--- config.mk ---
export PLATFORM = sky130hd
export DESIGN_NAME = irq_edge_unit
export DESIGN_NICKNAME = d
export VERILOG_FILES = /design/src/rtl/irq_pkg.sv /design/src/rtl/irq_sync.sv /design/src/rtl/irq_width_qual.sv /design/src/rtl/irq_service.sv /design/src/rtl/irq_edge_unit.sv
export SDC_FILE = /design/constraint.sdc
export NUM_CORES = 1
export LEC_CHECK = 0
export BUFFER_PORTS_ARGS = -buffer_cell sky130_fd_sc_hd__buf_4
export CORE_AREA = 2 2 39 41
export DETAILED_ROUTE_END_ITERATION = 12
export DIE_AREA = 0 0 41 43
export PLACE_DENSITY = 0.6
export SLEW_MARGIN = 20
export SYNTH_ARGS = -nofsm -noshare
export SYNTH_HDL_FRONTEND = slang
export SYNTH_SLANG_ARGS = --single-unit
--- constraint.sdc ---
create_clock -name clk -period 1.7 [get_ports clk]
set_input_delay 0.34 -clock clk [delete_from_list [all_inputs] [get_ports clk]]
set_output_delay 0.34 -clock clk [all_outputs]
set_load 0.005 [all_outputs]
--- src/rtl/irq_pkg.sv ---
package irq_pkg;
  localparam int DEF_PC_W = 11;
  localparam logic [DEF_PC_W-1:0] DEF_VEC = 11'h0FF;
  localparam int DEF_SYNC = 2;
  localparam int DEF_MIN_LOW = 2;
endpackage

--- src/rtl/irq_sync.sv ---
module irq_sync #(
  parameter int STAGES = 2
) (
  input  logic clk,
  input  logic rst_n,
  input  logic din,
  output logic dout
);
  logic [STAGES-1:0] sh;

  generate
    for (genvar i = 0; i < STAGES; i++) begin : g_stage
      if (i == 0) begin : g_first
        always_ff @(posedge clk or negedge rst_n)
          if (!rst_n) sh[i] <= 1'b1;
          else        sh[i] <= din;
      end else begin : g_next
        always_ff @(posedge clk or negedge rst_n)
          if (!rst_n) sh[i] <= 1'b1;
          else        sh[i] <= sh[i-1];
      end
    end
  endgenerate

  assign dout = sh[STAGES-1];
endmodule

--- src/rtl/irq_width_qual.sv ---
module irq_width_qual #(
  parameter int MIN_LOW = 2
) (
  input  logic clk,
  input  logic rst_n,
  input  logic pin_s,
  input  logic stb,
  output logic det
);
  localparam int CW = $clog2(MIN_LOW + 1);
  logic [CW-1:0] cnt;

  always_ff @(posedge clk or negedge rst_n) begin
    if (!rst_n) begin
      cnt <= '0;
      det <= 1'b0;
    end else begin
      det <= 1'b0;
      if (pin_s) begin
        cnt <= '0;
      end else if (stb && cnt != CW'(MIN_LOW)) begin
        cnt <= cnt + 1'b1;
        if (cnt == CW'(MIN_LOW - 1)) det <= 1'b1;
      end
    end
  end

  p_cnt_clear_r3: assert property (@(posedge clk) disable iff (!rst_n)
    pin_s |=> (cnt == '0));
  p_det_once_r4: assert property (@(posedge clk) disable iff (!rst_n)
    det |=> !det);
  p_det_low_r2: assert property (@(posedge clk) disable iff (!rst_n)
    det |-> $past(!pin_s && stb));
endmodule

--- src/rtl/irq_service.sv ---
module irq_service (
  input  logic clk,
  input  logic rst_n,
  input  logic det,
  input  logic stb,
  input  logic en_load,
  input  logic en_bit,
  input  logic xfer_busy,
  input  logic ptr_run,
  output logic take,
  output logic armed
);
  logic pend;
  logic safe_pt;

  assign safe_pt = stb && !xfer_busy && !ptr_run;

  always_ff @(posedge clk or negedge rst_n) begin
    if (!rst_n) begin
      armed <= 1'b0;
      pend  <= 1'b0;
      take  <= 1'b0;
    end else begin
      take <= 1'b0;
      if (en_load) armed <= en_bit;
      if (det && armed) pend <= 1'b1;
      if (!armed) pend <= 1'b0;
      if (pend && armed && safe_pt) begin
        take  <= 1'b1;
        pend  <= 1'b0;
        armed <= 1'b0;
      end
    end
  end

  p_take_pulse_r9: assert property (@(posedge clk) disable iff (!rst_n)
    take |=> !take);
  p_take_disarms_r9: assert property (@(posedge clk) disable iff (!rst_n)
    take |-> !armed);
  p_take_after_stb_r10: assert property (@(posedge clk) disable iff (!rst_n)
    take |-> $past(stb));
  p_no_take_busy_r7: assert property (@(posedge clk) disable iff (!rst_n)
    take |-> $past(!xfer_busy));
  p_no_take_ptr_r8: assert property (@(posedge clk) disable iff (!rst_n)
    take |-> $past(!ptr_run));
  p_pend_needs_arm_r6: assert property (@(posedge clk) disable iff (!rst_n)
    (pend && !armed && !en_load) |=> !pend);
endmodule

--- src/rtl/irq_edge_unit.sv ---
module irq_edge_unit
  import irq_pkg::*;
#(
  parameter int                PC_W    = DEF_PC_W,
  parameter logic [PC_W-1:0]   VEC     = DEF_VEC,
  parameter int                SYNC    = DEF_SYNC,
  parameter int                MIN_LOW = DEF_MIN_LOW
) (
  input  logic            clk,
  input  logic            rst_n,
  input  logic            irq_pin_n,
  input  logic            cyc_stb,
  input  logic            en_load,
  input  logic            en_bit,
  input  logic            xfer_busy,
  input  logic            ptr_run,
  output logic            svc_take,
  output logic [PC_W-1:0] vec_addr,
  output logic            armed
);
  logic pin_s;
  logic det;

  irq_sync #(.STAGES(SYNC)) u_sync (
    .clk(clk), .rst_n(rst_n), .din(irq_pin_n), .dout(pin_s)
  );

  irq_width_qual #(.MIN_LOW(MIN_LOW)) u_qual (
    .clk(clk), .rst_n(rst_n), .pin_s(pin_s), .stb(cyc_stb), .det(det)
  );

  irq_service u_svc (
    .clk(clk), .rst_n(rst_n), .det(det), .stb(cyc_stb),
    .en_load(en_load), .en_bit(en_bit), .xfer_busy(xfer_busy),
    .ptr_run(ptr_run), .take(svc_take), .armed(armed)
  );

  assign vec_addr = VEC;
endmodule

# After elaboration in Yosys (flattened, before gate mapping)
# Cells that the tools add are included.
[word_totals]
output_inout_bits = 13
inputBits = 8
register_bits = 8
memories = 0
ramBits = 0
latchBits = 0
word_cells = 32
rom_bits = 0
[classes]
n_shift = 0
reduce_logical = 10
muxes = 11
n_eq_ne = 3
div_mod_pow = 0
add_sub_neg = 1
magnitude_cmp = 0
multipliers = 0
n_bitwise = 0
[ops]
columns = ["op", "n"]
rows = [
  ["1-bit 2-to-1 mux", 9],
  ["1-bit logical AND", 6],
  ["2-bit 2-to-1 mux", 2],
  ["2-bit nonzero test", 2],
  ["3-bit inequality test, second input constant", 1],
  ["2-bit by 1-bit adder with 2-bit output, second input constant", 1],
  ["2-bit by 1-bit equality test with 1-bit output, second input constant", 1],
  ["1-bit logical NOT", 2],
  ["2-bit inequality test, second input constant", 1],
]

# Longest topological paths before layout
[depth]
word_depth = 5
depth_mapped = 5
mapped_depth_nobuf = 5

# Cells and area by module
# Synthesis repeated with hierarchy kept, for this count alone.
[unflattened]
cells_unflattened = 38
hier_area_um2 = 427.9
[by_module_without_submodules]
columns = ["mod", "area_per_inst_um2", "cells_each", "n_inst", "seq_area_each_um2"]
rows = [
  ["irq_width_qual", 166.4, 14, 1, 75.1],
  ["irq_service", 118.9, 9, 1, 75.1],
  ["irq_edge_unit", 90.1, 13, 1, 0.0],
  ["irq_sync", 52.6, 2, 1, 52.6],
]

# Worst setup path before layout
# OpenSTA, ideal clock, no wires.
[synth_path]
path_type = "reg2reg"
from = "register u_qual.cnt[0]"
to = "register u_qual.cnt[1]"
arrival_time_ns = 0.986
path_stages_with_launch = 6
path_buffers = 0
path_slack_ns = 0.628
period_less_slack_ns = 1.072
path_cell_list = "dfrtp_1 inv_1 ha_1 nor2b_4 nor2_1 a211oi_2"
[synth_between]
elab_chain_cells = 3
elab_cells_between_ends = 6
classes_between = "add/sub: 1; eq/ne: 1; mux: 2; reduce/logical: 2"
[synth_rtl]
columns = ["element", "line_no", "rtl"]
rows = [
  ["from (decl)", "irq_width_qual.sv:11", "logic [CW-1:0] cnt;"],
  ["from (signal assigned)", "irq_width_qual.sv:22", "cnt <= cnt + 1'b1;"],
  ["2-bit by 1-bit adder with 2-bit output or 2-bit inequality test (tied branches)", "irq_width_qual.sv:22, irq_width_qual.sv:21", ""],
  ["2-bit 2-to-1 mux or 1-bit logical AND (tied branches)", "irq_width_qual.sv:21", "end else if (stb && cnt != CW'(MIN_LOW)) begin"],
  ["2-bit 2-to-1 mux or 2-bit nonzero test (tied branches)", "--", ""],
]
# Parallel ways exist; a longest one is shown, timed or not. The select of a mux whose other input is x is not followed.
# A chain may end at the register's enable or synchronous reset.

# Worst setup path after layout
[layout_path]
from = "register u_svc.armed"
to = "output armed"
[layout_rtl]
columns = ["element", "line_no", "rtl"]
rows = [
  ["from (decl)", "irq_service.sv:11", "output logic armed"],
  ["from (signal assigned)", "irq_service.sv:25", "if (en_load) armed <= en_bit;"],
  ["to (decl)", "irq_edge_unit.sv:19", "output logic armed"],
]
# No word-level cell between the ends.

==> run_results.csv <==
group,metric,value,unit
synthesis,syn_area_per_cell,11.23,um^2
timing,holdWs,199.2,ps
synthesis,ys_types,15,
clock_tree,clk_latency,250,ps
timing,rsz0062_at_grt,"no",
global_routing,grt_max_degree,9,
clock_tree,htreeDepth,1,
cells_and_area,num_antenna_cells,0,
job,cap_violations,0,
critical_path,path_delay_family,"flip-flops",
clock_tree,post_cts_resized,0,
clock_tree,numCtsBuffers,3,
timing,drv_slew,0,
placed_design,io_buffer_count,9,
floorplan,initial_core_util,30.02,%
critical_path,slowest_stage,"dfrtp_1",
floorplan,die_h,43,um
detailed_routing,drtIter0Drc,0,
clock_tree,cts_sinks,8,
detailed_routing,drcViolationCount,0,
cells_and_area,regArea,202.7,um^2
detailed_routing,via_per_inst,3.723,
placed_design,place_congestion,0.6034,
detailed_routing,detail-route-antenna-nets,0,
synthesis,synth_common_cells,"11 x buf_4, 6 x dfrtp_1, 4 x nor2_1",
synthesis,yosys-top-cells-area,"dfrtp_1 36%, buf_4 20%, dfstp_2 13%",
floorplan,rows,14,
critical_path,crit_path_cell_trace,"buf_4",
cells_and_area,fin_cells,65,
placed_design,place_ws,560.4,ps
power_and_ir_drop,p_leak,0.0002564,uW
synthesis,yosysWarnings,0,
timing,fmax,877.3,MHz
min_path,hp-class,"in2reg",
cells_and_area,multiInputGateArea,156.4,um^2
critical_path,arrival,800,ps
timing,tns,0,ps
cells_and_area,fill_cells,145,
clock_tree,cts-root-buf,"clkbuf_4",
critical_path,critPathLaunchType,"register",
power_and_ir_drop,vdd_drop_max,0.4654,mV
critical_path,required,1360,ps
critical_path,path_max_fanout,4,
global_routing,overflow,0,
critical_path,cp_num_buf_inv,1,
critical_path,max_stage_delay,400,ps
timing,fin_crit,1140,ps
detailed_routing,wl_per_cell,7.831,um
global_routing,grtUsageTotal,7.927,%
timing,fin_crit_sh,67.05,%
clock_tree,clk_pin_slew,60,ps
run_status,status,"finished, final reports clean",
synthesis,async_flop_share,100.0,%
synthesis,syn_inst,37,
critical_path,cp-end-kind,"output port",
detailed_routing,postRouteWirelength,509,um
floorplan,ios,21,
cells_and_area,fin_util,35.44,%
global_routing,grt_pass1_vias,223,
clock_tree,cts_setup_buffers,0,
placed_design,dp_cells,60,
floorplan,core_area,1384,um^2
clock_tree,clockBufferDepth,2,
critical_path,worstSetupPathType,"reg2out",
power_and_ir_drop,power_density,886.2,nW/um^2
synthesis,synth_flop_cell,"dfrtp_1",
synthesis,yosysSeqAreaShare,48.80,%
synthesis,syn-cell-area,415.4,um^2
global_routing,antenna_found_initial,0,
floorplan,dieArea,1763,um^2
floorplan,die_w,41,um
synthesis,synth_edf_count,0,
synthesis,yosysTopAreaCell,"dfrtp_1",
synthesis,synth_top_area_share,36.14,%
timing,fin_ws,560.1,ps
global_routing,grt_pass1_wl,848,um
placed_design,dp_hpwl,423,um
synthesis,yosysMostFrequentCell,"buf_4",
cells_and_area,fin_nets,60,
synthesis,synth-seq-cells,8,
cells_and_area,area_delta_synth_final,18.07,%
timing,finalSetupViolCount,0,
clock_tree,cts_tree,"yes",
detailed_routing,num_vias,242,
cells_and_area,drive_gt1_share,36.73,%
detailed_routing,drtPass1Iterations,1,
timing,hold_viol,0,
timing,final.setup_skew,8.720,ps
-- final timing paths --
| path | cells after the start | startpoint | slack (ps) | to |
|---|---|---|---|---|
| min reg2reg | 0 | u_sync.sh[0] | 350 | u_sync.dout |
| min in group asynchronous | 2 | rst_n | 430 | u_qual.det |
| max | 1 | u_svc.armed | 560 | armed |
| max in group asynchronous | 2 | rst_n | 1050 | u_sync.dout |
| max reg2reg | 5 | u_qual.cnt[0] | 560 | u_qual.cnt[1] |
| min | 1 | irq_pin_n | 200 | u_sync.sh[0] |
-- stage by stage --
| step | power (uW) | cell area, um^2 |
|---|---|---|
| 2_1_floorplan | 276.0 | 449.2 |
| 3_3_place_gp | 284.7 | 454.2 |
| 3_5_place_dp | 286.3 | 454.2 |
| 4_1_cts | 445.7 | 490.5 |
| 5_1_grt | 469.7 | 490.5 |
| 6_report | 434.7 | 490.5 |
-- cell type report --
type / count / share of cell area, %
clock buffers: 4 / 5.357
inverters: 2 / 1.531
well taps: 16 / 4.082
repair buffers: 10 / 15.82
multi-input cells: 25 / 31.89
flip-flops and latches: 8 / 41.33
-- timing repair --
item                                   in CTS  in global routing
hold buffers                                1                  0
setup endpoints to repair                   0                  0
endpoints found under the hold margin       6                  0
-- registers in the layout (all words and copies together) (netlist names) --
register,flops
u_qual.cnt,2
u_qual.det,1
u_svc.armed,1
u_svc.pend,1
u_svc.take,1
u_sync.dout,1
u_sync.sh,1
-- kinds of logic (layout without fill, tap and decap cells) --
group                    count (synthesis)  count (layout)  synth area share [%]
other                                    2              11                 1.808
adder cells (fa/ha/maj)                  2               2                 6.023
AO/OA/AOI/OAI                            2               2                 4.215
multiplexers                             1               1                 2.410
AND/OR/NAND/NOR                          8               8                 12.95
flip-flops                               8               8                 48.79
XOR/XNOR                                 1               1                 2.109
buffers and inverters                   13              16                 21.69
-- layer usage --
| layer | vias to the layer above | GRT usage (%) | share of wire [%] |
|---|---|---|---|
| li1 | 120 | - | - |
| met1 | 109 | 8.027 | 32 |
| met2 | 13 | 11.25 | 53 |
| met3 | 0 | 6.283 | 15 |
| met4 | 0 | 4.000 | 0 |
| met5 | - | 0 | 0 |
-- worst register-to-register path: stages, from the launching register on --
cell	delay [ps]
dfrtp_1	370
inv_1	60
ha_1	220
nor2b_4	160
nor2_1	70
a211oi_2	180
-- layout by cell type, fill, tap and decap left out --
master / synthesis / layout
dfrtp_1: 6 / 6
nor3_2: 1 / 1
dlygate4sd3_1: 0 / 1
nor2b_4: 1 / 1
a211oi_2: 1 / 1
nor2_1: 4 / 4
clkbuf_4: 0 / 3
dfstp_2: 2 / 2
clkbuf_1: 0 / 1
nand3_1: 1 / 1
xnor2_1: 1 / 1
conb_1: 2 / 11
inv_1: 2 / 2
mux2i_1: 1 / 1
and3b_2: 1 / 1
ha_1: 2 / 2
buf_4: 11 / 9
o21ai_0: 1 / 1
-- report_power, final --
group | internal (uW) | switching (uW)
sequential | 207 | 10.2
combinational | 35.0 | 31.4
clock | 89.6 | 61.8
total | 331 | 103
No activity file was read; power rests on OpenSTA's default activity.
